<file path="config.mk">
export PLATFORM = sky130hd
export DESIGN_NAME = asu_core
export DESIGN_NICKNAME = d
export VERILOG_FILES = /design/src/rtl/asu_pkg.sv /design/src/rtl/asu_sum.sv /design/src/rtl/asu_flag_gen.sv /design/src/rtl/asu_flag_reg.sv /design/src/rtl/asu_core.sv
export SDC_FILE = /design/constraint.sdc
export NUM_CORES = 1
export LEC_CHECK = 0
export ABC_CLOCK_PERIOD_IN_PS = 6800
export BUFFER_PORTS_ARGS = -buffer_cell sky130_fd_sc_hd__buf_2
export CELL_PAD_IN_SITES_DETAIL_PLACEMENT = 1
export CELL_PAD_IN_SITES_GLOBAL_PLACEMENT = 2
export CORE_ASPECT_RATIO = 1.75
export CORE_MARGIN = 2
export CORE_UTILIZATION = 31
export DETAILED_ROUTE_END_ITERATION = 10
export MAX_ROUTING_LAYER = met4
export PLACE_DENSITY_LB_ADDON = 0.08
export REMOVE_ABC_BUFFERS = 1
export SYNTH_ARGS = -nofsm -noshare
export SYNTH_HDL_FRONTEND = slang
export SYNTH_SLANG_ARGS = --single-unit
</file>
<file path="constraint.sdc">
create_clock -name clk -period 6.8 [get_ports clk]
set_clock_uncertainty 0.1 [all_clocks]
set_input_delay 1.36 -clock clk [delete_from_list [all_inputs] [get_ports clk]]
set_output_delay 1.36 -clock clk [all_outputs]
set_load 0.03 [all_outputs]
</file>
<file path="src/rtl/asu_pkg.sv">
package asu_pkg;
  typedef struct packed {
    logic n;
    logic z;
    logic c;
    logic v;
  } asu_flags_t;
endpackage

</file>
<file path="src/rtl/asu_sum.sv">
// Adder datapath: subtract folds into add through operand inversion.
module asu_sum #(
  parameter int WIDTH = 32
) (
  input  logic [WIDTH-1:0] a,
  input  logic [WIDTH-1:0] b,
  input  logic             sub,
  input  logic             cin,
  output logic [WIDTH-1:0] sum,
  output logic             cout,
  output logic             ovf
);
  localparam int UW = WIDTH + 1;
  localparam int SW = WIDTH + 2;

  logic [WIDTH-1:0] b_eff;
  logic             cin_eff;
  logic [UW-1:0]    usum;
  logic [SW-1:0]    ssum;
  logic [SW-1:0]    trunc_sext;

  always_comb begin
    b_eff   = sub ? ~b : b;
    cin_eff = sub ? 1'b1 : cin;
    usum    = {1'b0, a} + {1'b0, b_eff} + {{WIDTH{1'b0}}, cin_eff};
    ssum    = {{2{a[WIDTH-1]}}, a} + {{2{b_eff[WIDTH-1]}}, b_eff}
            + {{(WIDTH+1){1'b0}}, cin_eff};
    sum        = usum[WIDTH-1:0];
    trunc_sext = {{2{usum[WIDTH-1]}}, usum[WIDTH-1:0]};
    // Carry: truncated value differs from the full unsigned sum.
    cout = ({1'b0, usum[WIDTH-1:0]} != usum);
    // Overflow: sign-extended truncated value differs from the full signed sum.
    ovf  = (trunc_sext != ssum);
  end
endmodule

</file>
<file path="src/rtl/asu_flag_gen.sv">
module asu_flag_gen #(
  parameter int WIDTH = 32
) (
  input  logic [WIDTH-1:0]       sum,
  input  logic                   cout,
  input  logic                   ovf,
  output asu_pkg::asu_flags_t    flags
);
  always_comb begin
    flags.n = sum[WIDTH-1];
    flags.z = (sum == '0);
    flags.c = cout;
    flags.v = ovf;
  end
endmodule

</file>
<file path="src/rtl/asu_flag_reg.sv">
module asu_flag_reg (
  input  logic                clk,
  input  logic                rst_n,
  input  logic                load,
  input  asu_pkg::asu_flags_t d,
  output asu_pkg::asu_flags_t q
);
  always_ff @(posedge clk or negedge rst_n) begin
    if (!rst_n)    q <= '0;
    else if (load) q <= d;
  end
endmodule

</file>
<file path="src/rtl/asu_core.sv">
module asu_core #(
  parameter int WIDTH = 32
) (
  input  logic             clk,
  input  logic             rst_n,
  input  logic [WIDTH-1:0] op_a,
  input  logic [WIDTH-1:0] op_b,
  input  logic             op_sub,
  input  logic             carry_in,
  input  logic             set_flags,
  output logic [WIDTH-1:0] result,
  output logic             flag_n,
  output logic             flag_z,
  output logic             flag_c,
  output logic             flag_v
);
  import asu_pkg::*;

  logic       cout;
  logic       ovf;
  asu_flags_t next_flags;
  asu_flags_t cur_flags;

  asu_sum #(.WIDTH(WIDTH)) u_sum (
    .a(op_a), .b(op_b), .sub(op_sub), .cin(carry_in),
    .sum(result), .cout(cout), .ovf(ovf)
  );

  asu_flag_gen #(.WIDTH(WIDTH)) u_gen (
    .sum(result), .cout(cout), .ovf(ovf), .flags(next_flags)
  );

  asu_flag_reg u_reg (
    .clk(clk), .rst_n(rst_n), .load(set_flags),
    .d(next_flags), .q(cur_flags)
  );

  assign flag_n = cur_flags.n;
  assign flag_z = cur_flags.z;
  assign flag_c = cur_flags.c;
  assign flag_v = cur_flags.v;
endmodule

</file>
; Word level (Yosys, flattened, before mapping)
; Index checks and enable logic that the tools add are counted.
[totals]
regBits = 4
out_inout_bits = 36
[op_classes]
addsub = 4
n_eq_ne = 1
n_mux = 2
bitwise_logic = 1
reduce_logical = 1
[ops]
columns = operator, n
row1 = $add A32 B32 Y33, 2
row2 = $add A34 B1 Y34, 1
row3 = $ne A34 B34 Y1, 1
row4 = $add A33 B1 Y33, 1
row5 = $logic_not A32 Y1, 1
row6 = $mux W32, 1
row7 = $not A32 Y32, 1
row8 = $mux W1, 1

; Longest topological paths before layout
; Gate-level depths: netlist (run 1).
[depth]
depth_word = 5
ltp_mapped = 17

; By module
; From an unflattened synthesis (run 1), not the netlist that was laid out.
[unflattened]
hier_cells = 297
area_unflattened_um2 = 2245.9
[by_module_without_submodules]
columns = module, n_inst, cells_per_inst, area_each_um2, seq_area_each_um2
row1 = asu_sum, 1, 275, 2005.7, 0.0
row2 = asu_flag_reg, 1, 8, 145.1, 100.1
row3 = asu_flag_gen, 1, 14, 95.1, 0.0

; Least setup slack after synthesis (run 1)
; No wires, ideal clock.
[synth_timing]
path_type = input to output
from = in op_sub
to = out result[29]
arrival_ps = 4684
required_time_ps = 5340
slack_ps = 656
cell_stages = 12
n_path_buf = 2
cell_sequence = clkbuf_1 buf_1 xor2_1 ha_1 a21oi_1 o21ai_2 o21ai_0 a21oi_1 nor2_1 o31ai_1 a41oi_1 xnor2_1
[synth_via]
elab_chain_len = 3
[synth_lines]
columns = element, line_no
row1 = from (decl), asu_core.sv:8  ; input logic op_sub,
row2 = $mux W32, asu_sum.sv:23  ; b_eff = sub ? ~b : b;
row3 = $add A32 B32 Y33, asu_sum.sv:25  ; usum = {1'b0, a} + {1'b0, b_eff} + {{WIDTH{1'b0}}, cin_eff};
row4 = $add A33 B1 Y33 *, asu_sum.sv:25
row5 = to (decl), asu_core.sv:11  ; output logic [WIDTH-1:0] result,
; Every way passes the cells marked *; elsewhere a longest branch is shown, timed or not.

; Worst setup path after layout (run 1)
[layout_timing]
from = in op_sub
to = reg u_reg.q[0] in the netlist's numbering
[layout_via]
elab_chain_len = 4
[layout_lines]
columns = element, line_no
row1 = $mux W32, asu_sum.sv:23
row2 = $add A32 B32 Y33 (on tied branches), "asu_sum.sv:26, asu_sum.sv:25"
row3 = $add A34 B1 Y34 / $add A33 B1 Y33 (equally long branches), "asu_sum.sv:27, asu_sum.sv:25"
row4 = $ne A34 B34 Y1 *, asu_sum.sv:33  ; ovf = (trunc_sext != ssum);
row5 = to (signal assigned), asu_flag_reg.sv:9  ; if (!rst_n) q <= '0;
row6 = to (signal assigned), asu_flag_reg.sv:10  ; else if (load) q <= d;
row7 = to (decl), asu_flag_reg.sv:6  ; output asu_pkg::asu_flags_t q
; Marked as above.
; A chain may end at the register's enable or synchronous reset.

==> results.md, run 1 <==
* Vias in the first global route at 6517
* Reg-to-Reg End: u_reg.q[3]
* Critical path class: input pin to flop
* Leakage at 2.303 nW
* Vias at 6024
* Xor and xnor area share after synthesis at 19.92%
* Dpl cell area at 0.005635 mm2
* Hold depth at 2
* Drt pass-1 iters at 5
* Hold WC Path Type: flop to flop
* Tcrit/Tclk final at 96.89%
* Hold wc startpoint: u_reg.q[2]
* Initial antenna violation count at 0
* Utilization after layout at 37.19%
* Sequential fraction of the synthesis area at 2.051%
* Area of the multi-input gates at 0.004543 mm2
* Final setup fails at 0
* Port Buf Inserts at 104
* Remaining global-route overflow at 0
* Antenna Cells at 0
* RePlAce Congestion at 0.9750
* Cell family with most CP delay: simple AND/OR/NAND/NOR gates
* CTS resizes at 0
* Htree depth at 1
* Die Y at 170.0 um
* CTS tree: built
* Top reg by flops: u_reg.q
* Register area at 100.1 um2
* DIE AREA at 0.01680 mm2
* Fin Setup TNS at 0 ns
* Total GRT Usage at 29.75%
* Site row count at 60
* Share of cells above drive strength 1 at 20.95%
* CTS buffer count at 3
* WHS at 0.4168 ns
* Fill count at 2000
* Hold Vio Cnt, Final at 0
* Most common flop cell mapped by yosys: dfrtp_1
* Initial Util at 31.72%
* Status: finished clean
* Average wire per standard cell at 24.99 um
* Die width at 98.86 um
* Pwr Total at 1.206 mW
* First-pass GRT wire length at 37400 um
* Drt total wl at 24690 um
* Dpl hpwl at 21870 um
* Setup ws final at 0.2113 ns
* Post-synth ARST share at 100.0%
* Launching point of the worst reg2reg path: u_reg.q[3]
* Number of remaining DRC errors at 0
* Core ar. at 0.01539 mm2
* Number of flops mapped to enable cells by yosys at 0
* F_max at 0.1518 GHz
* Post-synth design cell area at 0.004881 mm2
* Maximum capacitance violations at 0
* DR iter-0 viols at 205
* Critical path fanouts, max at 14
* Worst EP arrival at 6.57 ns
* Regs by FF count: u_reg.q x4
* CP bufs+invs at 4
* Clock-pin slew on the worst setup and hold paths at 0.03 ns
* CP Launch Type: input pin
* Hold-fix buffers, CTS at 0
* Synth Warn # at 0
* Worst slew pin tran at 1.004 ns
* Area grow syn2layout at 17.25%
* Routed Antenna Nets at 0
* Compound-Gate Fraction of Synth Area at 28.15%
* Unique masters post-synth at 83
* Seq cells post-synth at 4
* Synth Area in Simple Gates at 32.12%
* Clock latency on the worst-skew pair at 0.22 ns
* Post-Layout Cell Count at 988
* Flop2flop setup slack at 5.95 ns
* Slowest-stage cell, CP: nor4_1
* CTS max path bufs at 2
* Post-Synth Adder-Cell Area at 12.00%
* Max reg flops at 4
* Slew HR at 31.32%
* RSZ-0062 raised after global routing: no
* Pre-CTS setup slack at 0.08524 ns
* Vias per std cell at 6.097
* Tmin final at 6.589 ns
* Mux cell area share after synthesis at 0.6409%
* I/O pin cnt at 105
* R2r worst-path depth at 1
* Clock tree root driver cell: clkbuf_16
* Nets at 918
* Largest family of logic cells by synthesized area: simple AND/OR/NAND/NOR gates
* CP Data Required Time at 6.78 ns
* Slew Limit Fails at 0
* Instance count of the mapped netlist at 705
* Hold Crit Endpoint: u_reg.q[2]
* Max IR drop VDD at 131.4 uV
* Cell count after placement at 985
* Clk sink count at 4
* Setup bufs post-CTS at 0
* Critical Path Sink Type: flop
* Critical Path Most Common Cell: buf_4
* CP peak stage delay at 0.81 ns
* PD cells at 210.7 mW/mm2
* Finished Cell Area at 0.005723 mm2
* Critical-path cell list: buf_2 -> buf_4 -> xor2_1 -> ha_1 -> and4_1 -> nand2_1 -> a211oi_1 -> nor4_1 -> nor4_1 -> buf_4 -> nand4_2 -> buf_4 -> nor4b_1 -> and3_1 -> a41oi_1 -> nor2_1 -> a41oi_2
* Syn Area/Cell at 6.923 um2
* Largest net degree at the start of global routing at 15
report_power, final:
| group | leakage, nW | total (mW) | internal (mW) | switching, mW |
|---|---|---|---|---|
| combinational | 2.22 | 1.09 | 0.339 | 0.746 |
| clock | 0.0370 | 0.0910 | 0.0751 | 0.0159 |
| sequential | 0.0459 | 0.0295 | 0.0275 | 0.00194 |
placed cells by master (no fill, tap or decap), types with 23 or more instances in the layout:
cell       n
buf_2    104
xor2_1    71
nand2_1   64
nor2_1    59
a21oi_1   56
ha_1      42
xnor2_1   39
o21ai_0   34
nand3_1   26
nand4_1   23
buf_4     23
per-layer routing:
layer	GRT usage (%)	vias up	wire, um
met1	27.01	2880	8248
met4	18.82	0	2015
met2	58.90	227	13670
met3	1.068	75	754
met5	-	-	0
li1	-	2842	-
cell type report:
type | count | area share, %
inverters | 21 | 1.377
repair buffers | 127 | 12.11
multi-input cells | 647 | 79.38
well taps | 186 | 4.066
clock buffers | 3 | 1.312
flip-flops and latches | 4 | 1.749
worst max path at each step:
| stage | cells past startpoint | start | slack, ns | to |
|---|---|---|---|---|
| finish | 17 | op_sub | 0.21 | u_reg.q[0] |
| global route | 11 | op_sub | 0.11 | result[31] |
| CTS | 12 | op_sub | 0.16 | result[29] |
| detailed placement | 17 | op_sub | 0.09 | u_reg.q[0] |
| global placement | 12 | op_sub | 0.22 | result[29] |
| floorplan | 10 | op_sub | 1.31 | result[29] |
cells in the mapped netlist (all sizes together) (5+ instances only):
cell    count  share of area [%]
xor2       72                 13
nand2      64                4.9
a21oi      59                6.3
nor2       59                4.5
ha         42                 11
o21ai      40                4.2
xnor2      39                7.0
nand3      26                2.7
nand4      25                3.6
nor3       23                2.5
inv        21                1.6
nor4       20                2.8
buf        17                2.3
clkbuf     16                1.2
a21o       12                1.9
and4       12                2.2
a211oi     11                1.8
and3       11                1.4
o211ai      8                1.3
o21a        8                1.2
nand4b      7                1.3
or4         7                1.2
a211o       6                1.1
a221oi      6                1.1
a31oi       6               0.77
or3         6               0.87
or2         5               0.64
worst min-delay path, delay by kind of cell (launching register included):
family / cells / cell delay, ns
flops: 1 / 0.36
compound gates: 1 / 0.06
buf+inv: 1 / 0.05
logic make-up (layout without fill, tap and decap cells):
family          Yosys count  in the layout
mux                       3              3
xor+xnor                111            111
fa+ha+maj                45             45
compound gates          201            201
simple gates            287            287
buf+inv                  54            151
flops                     4              4
Note: power is estimated with default switching activity, not from simulation.
==> run 2, diff against run 1 <==
Settings changed: REMOVE_ABC_BUFFERS 1 to not set.
==> results.md, run 2 (synthesis results as in run 1) <==
* Die Y at 170.0 um
* Highest routed layer: met4
* Htree depth at 1
* Critical Path Sink Type: output port
* Final setup fails at 0
* Nets at 923
* Met2 wire len at 14830 um
* Max IR drop VDD at 106.8 uV
* CTS buffer count at 3
* Vias at 6059
* Largest net degree at the start of global routing at 18
* Top reg by flops: u_reg.q
* Share of power burned in registers at 2.4%
* Core ar. at 0.01539 mm2
* Hold WC Path Type: flop to flop
* Net Sw Frac at 63.59%
* F_max at 0.1520 GHz
* Initial Util at 31.72%
* Hold-fix buffers, CTS at 0
* Routed Antenna Nets at 0
* Most frequent cells in the layout: 104 x buf_2, 72 x xor2_1, 64 x nand2_1, 59 x nor2_1, 56 x a21oi_1
* Fill count at 2038
* Area grow syn2layout at 17.76%
* Drt pass-1 iters at 4
* Vias per std cell at 6.102
* Post-Syn Nets at 819
* Dpl hpwl at 23800 um
* Psw at 787.6 uW
* Number of remaining DRC errors at 0
* Slowest-stage cell, CP: ha_1
* Pint at 451.0 uW
* PD cells at 215.5 mW/mm2
* RePlAce Congestion at 0.9989
* CP bufs+invs at 2
* Clk sink count at 4
* Total GRT Usage at 32.15%
* Port Buf Inserts at 104
* CTS resizes at 0
* CTS tree: built
* CTS max path bufs at 2
* CP peak stage delay at 0.63 ns
* Hold Vio Cnt, Final at 0
* Worst slew pin tran at 0.9060 ns
* Critical path class: input pin to output port
* Clock tree root driver cell: clkbuf_16
* Critical path fanouts, max at 12
* DR iter-0 viols at 189
* CP Data Required Time at 5.34 ns
* Detail Route met3 WL at 592 um
* I/O pin cnt at 105
* Area of the multi-input gates at 0.004531 mm2
* Tcrit/Tclk final at 96.74%
* Maximum capacitance violations at 0
* Worst EP arrival at 5.12 ns
* Pwr Total at 1.239 mW
* Clock share of power at 7.7%
* Site row count at 60
* Cell family with most CP delay: compound AO/OA/AOI/OAI gates
* Remaining global-route overflow at 0
* Die width at 98.86 um
* Initial antenna violation count at 0
* Share of cells above drive strength 1 at 21.19%
* Antenna Cells at 0
* Clock-pin slew on the worst setup and hold paths at 0.03 ns
* Status: finished clean
* Regs by FF count: u_reg.q x4
* Register area at 100.1 um2
* Slew HR at 38.04%
* CP Launch Type: input pin
* DIE AREA at 0.01680 mm2
* Fin Setup TNS at 0 ns
* Drt total wl at 26760 um
* Average wire per standard cell at 26.95 um
* First-pass GRT wire length at 39410 um
* Setup bufs post-CTS at 0
* Critical-path cell list: buf_2 -> xor2_1 -> ha_1 -> a21oi_1 -> o21ai_2 -> o21ai_0 -> a21oi_1 -> nor2_1 -> o31ai_1 -> a41oi_1 -> xnor2_1 -> buf_2
* Clock latency on the worst-skew pair at 0.23 ns
* Tmin final at 6.578 ns
* Share of total power in combinational logic at 90.0%
* Vias in the first global route at 6607
* Slew Limit Fails at 0
* Metal-1 WL at 8451 um
* Max reg flops at 4
* Leading cell type in the layout, fill and taps excluded: buf_2
* RSZ-0062 raised after global routing: no
* Leakage at 2.324 nW
==> run 2: changes by cell type in the layout (fill, tap and decap cells not counted) <==
cell,change
buf_4,+5
xor2_1,+1
xor2_2,-1
o31ai_1,+1
o31ai_2,-1
==> run 2: final timing paths <==
path,startpoint,to,slack [ns],cells past startpoint
min,u_reg.q[3],u_reg.q[3],0.40,1
min reg2reg,u_reg.q[3],u_reg.q[3],0.40,1
max in group asynchronous,rst_n,u_reg.q[1],5.65,1
min in group asynchronous,rst_n,u_reg.q[2],0.82,1
max,op_sub,result[29],0.22,12
max reg2reg,u_reg.q[3],u_reg.q[3],5.97,1
==> run 2: power by group through the flow <==
stage               registers, mW  clock network (mW)  logic, mW
floorplan                  0.0367                   0      0.711
global placement           0.0294                   0       1.10
detailed placement         0.0296                   0       1.10
CTS                        0.0293              0.0951       1.11
global route               0.0295              0.0959       1.18
finish                     0.0292              0.0951       1.11
==> run 2: final cells by class <==
class,instances,area share [%]
inverters,21,1.371
well taps,186,4.049
flip-flops and latches,4,1.741
multi-input cells,647,78.82
repair buffers,132,12.71
clock buffers,3,1.306
==> run 2: per-layer routing <==
metal	vias up	track usage, %
met5	-	-
met4	0	26.50
met3	91	1.150
met2	198	63.34
met1	2918	26.89
li1	2852	-
==> run 2: stage by stage <==
| stage | hold WS (ns) | cell area, um2 | util [%] | worst slack (ns) | instances |
|---|---|---|---|---|---|
| 2_1_floorplan | 0.5650 | 4881 | - | 0.6558 | 705 |
| 3_3_place_gp | 0.3893 | 5673 | 36.86 | 0.2798 | 990 |
| 3_5_place_dp | 0.3936 | 5673 | 36.86 | 0.2646 | 990 |
| 4_1_cts | 0.4006 | 5748 | 37.35 | 0.2641 | 993 |
| 5_1_grt | 0.4158 | 5748 | 37.35 | 0.01073 | 993 |
| 6_report | 0.3998 | 5748 | 37.35 | 0.2220 | 993 |
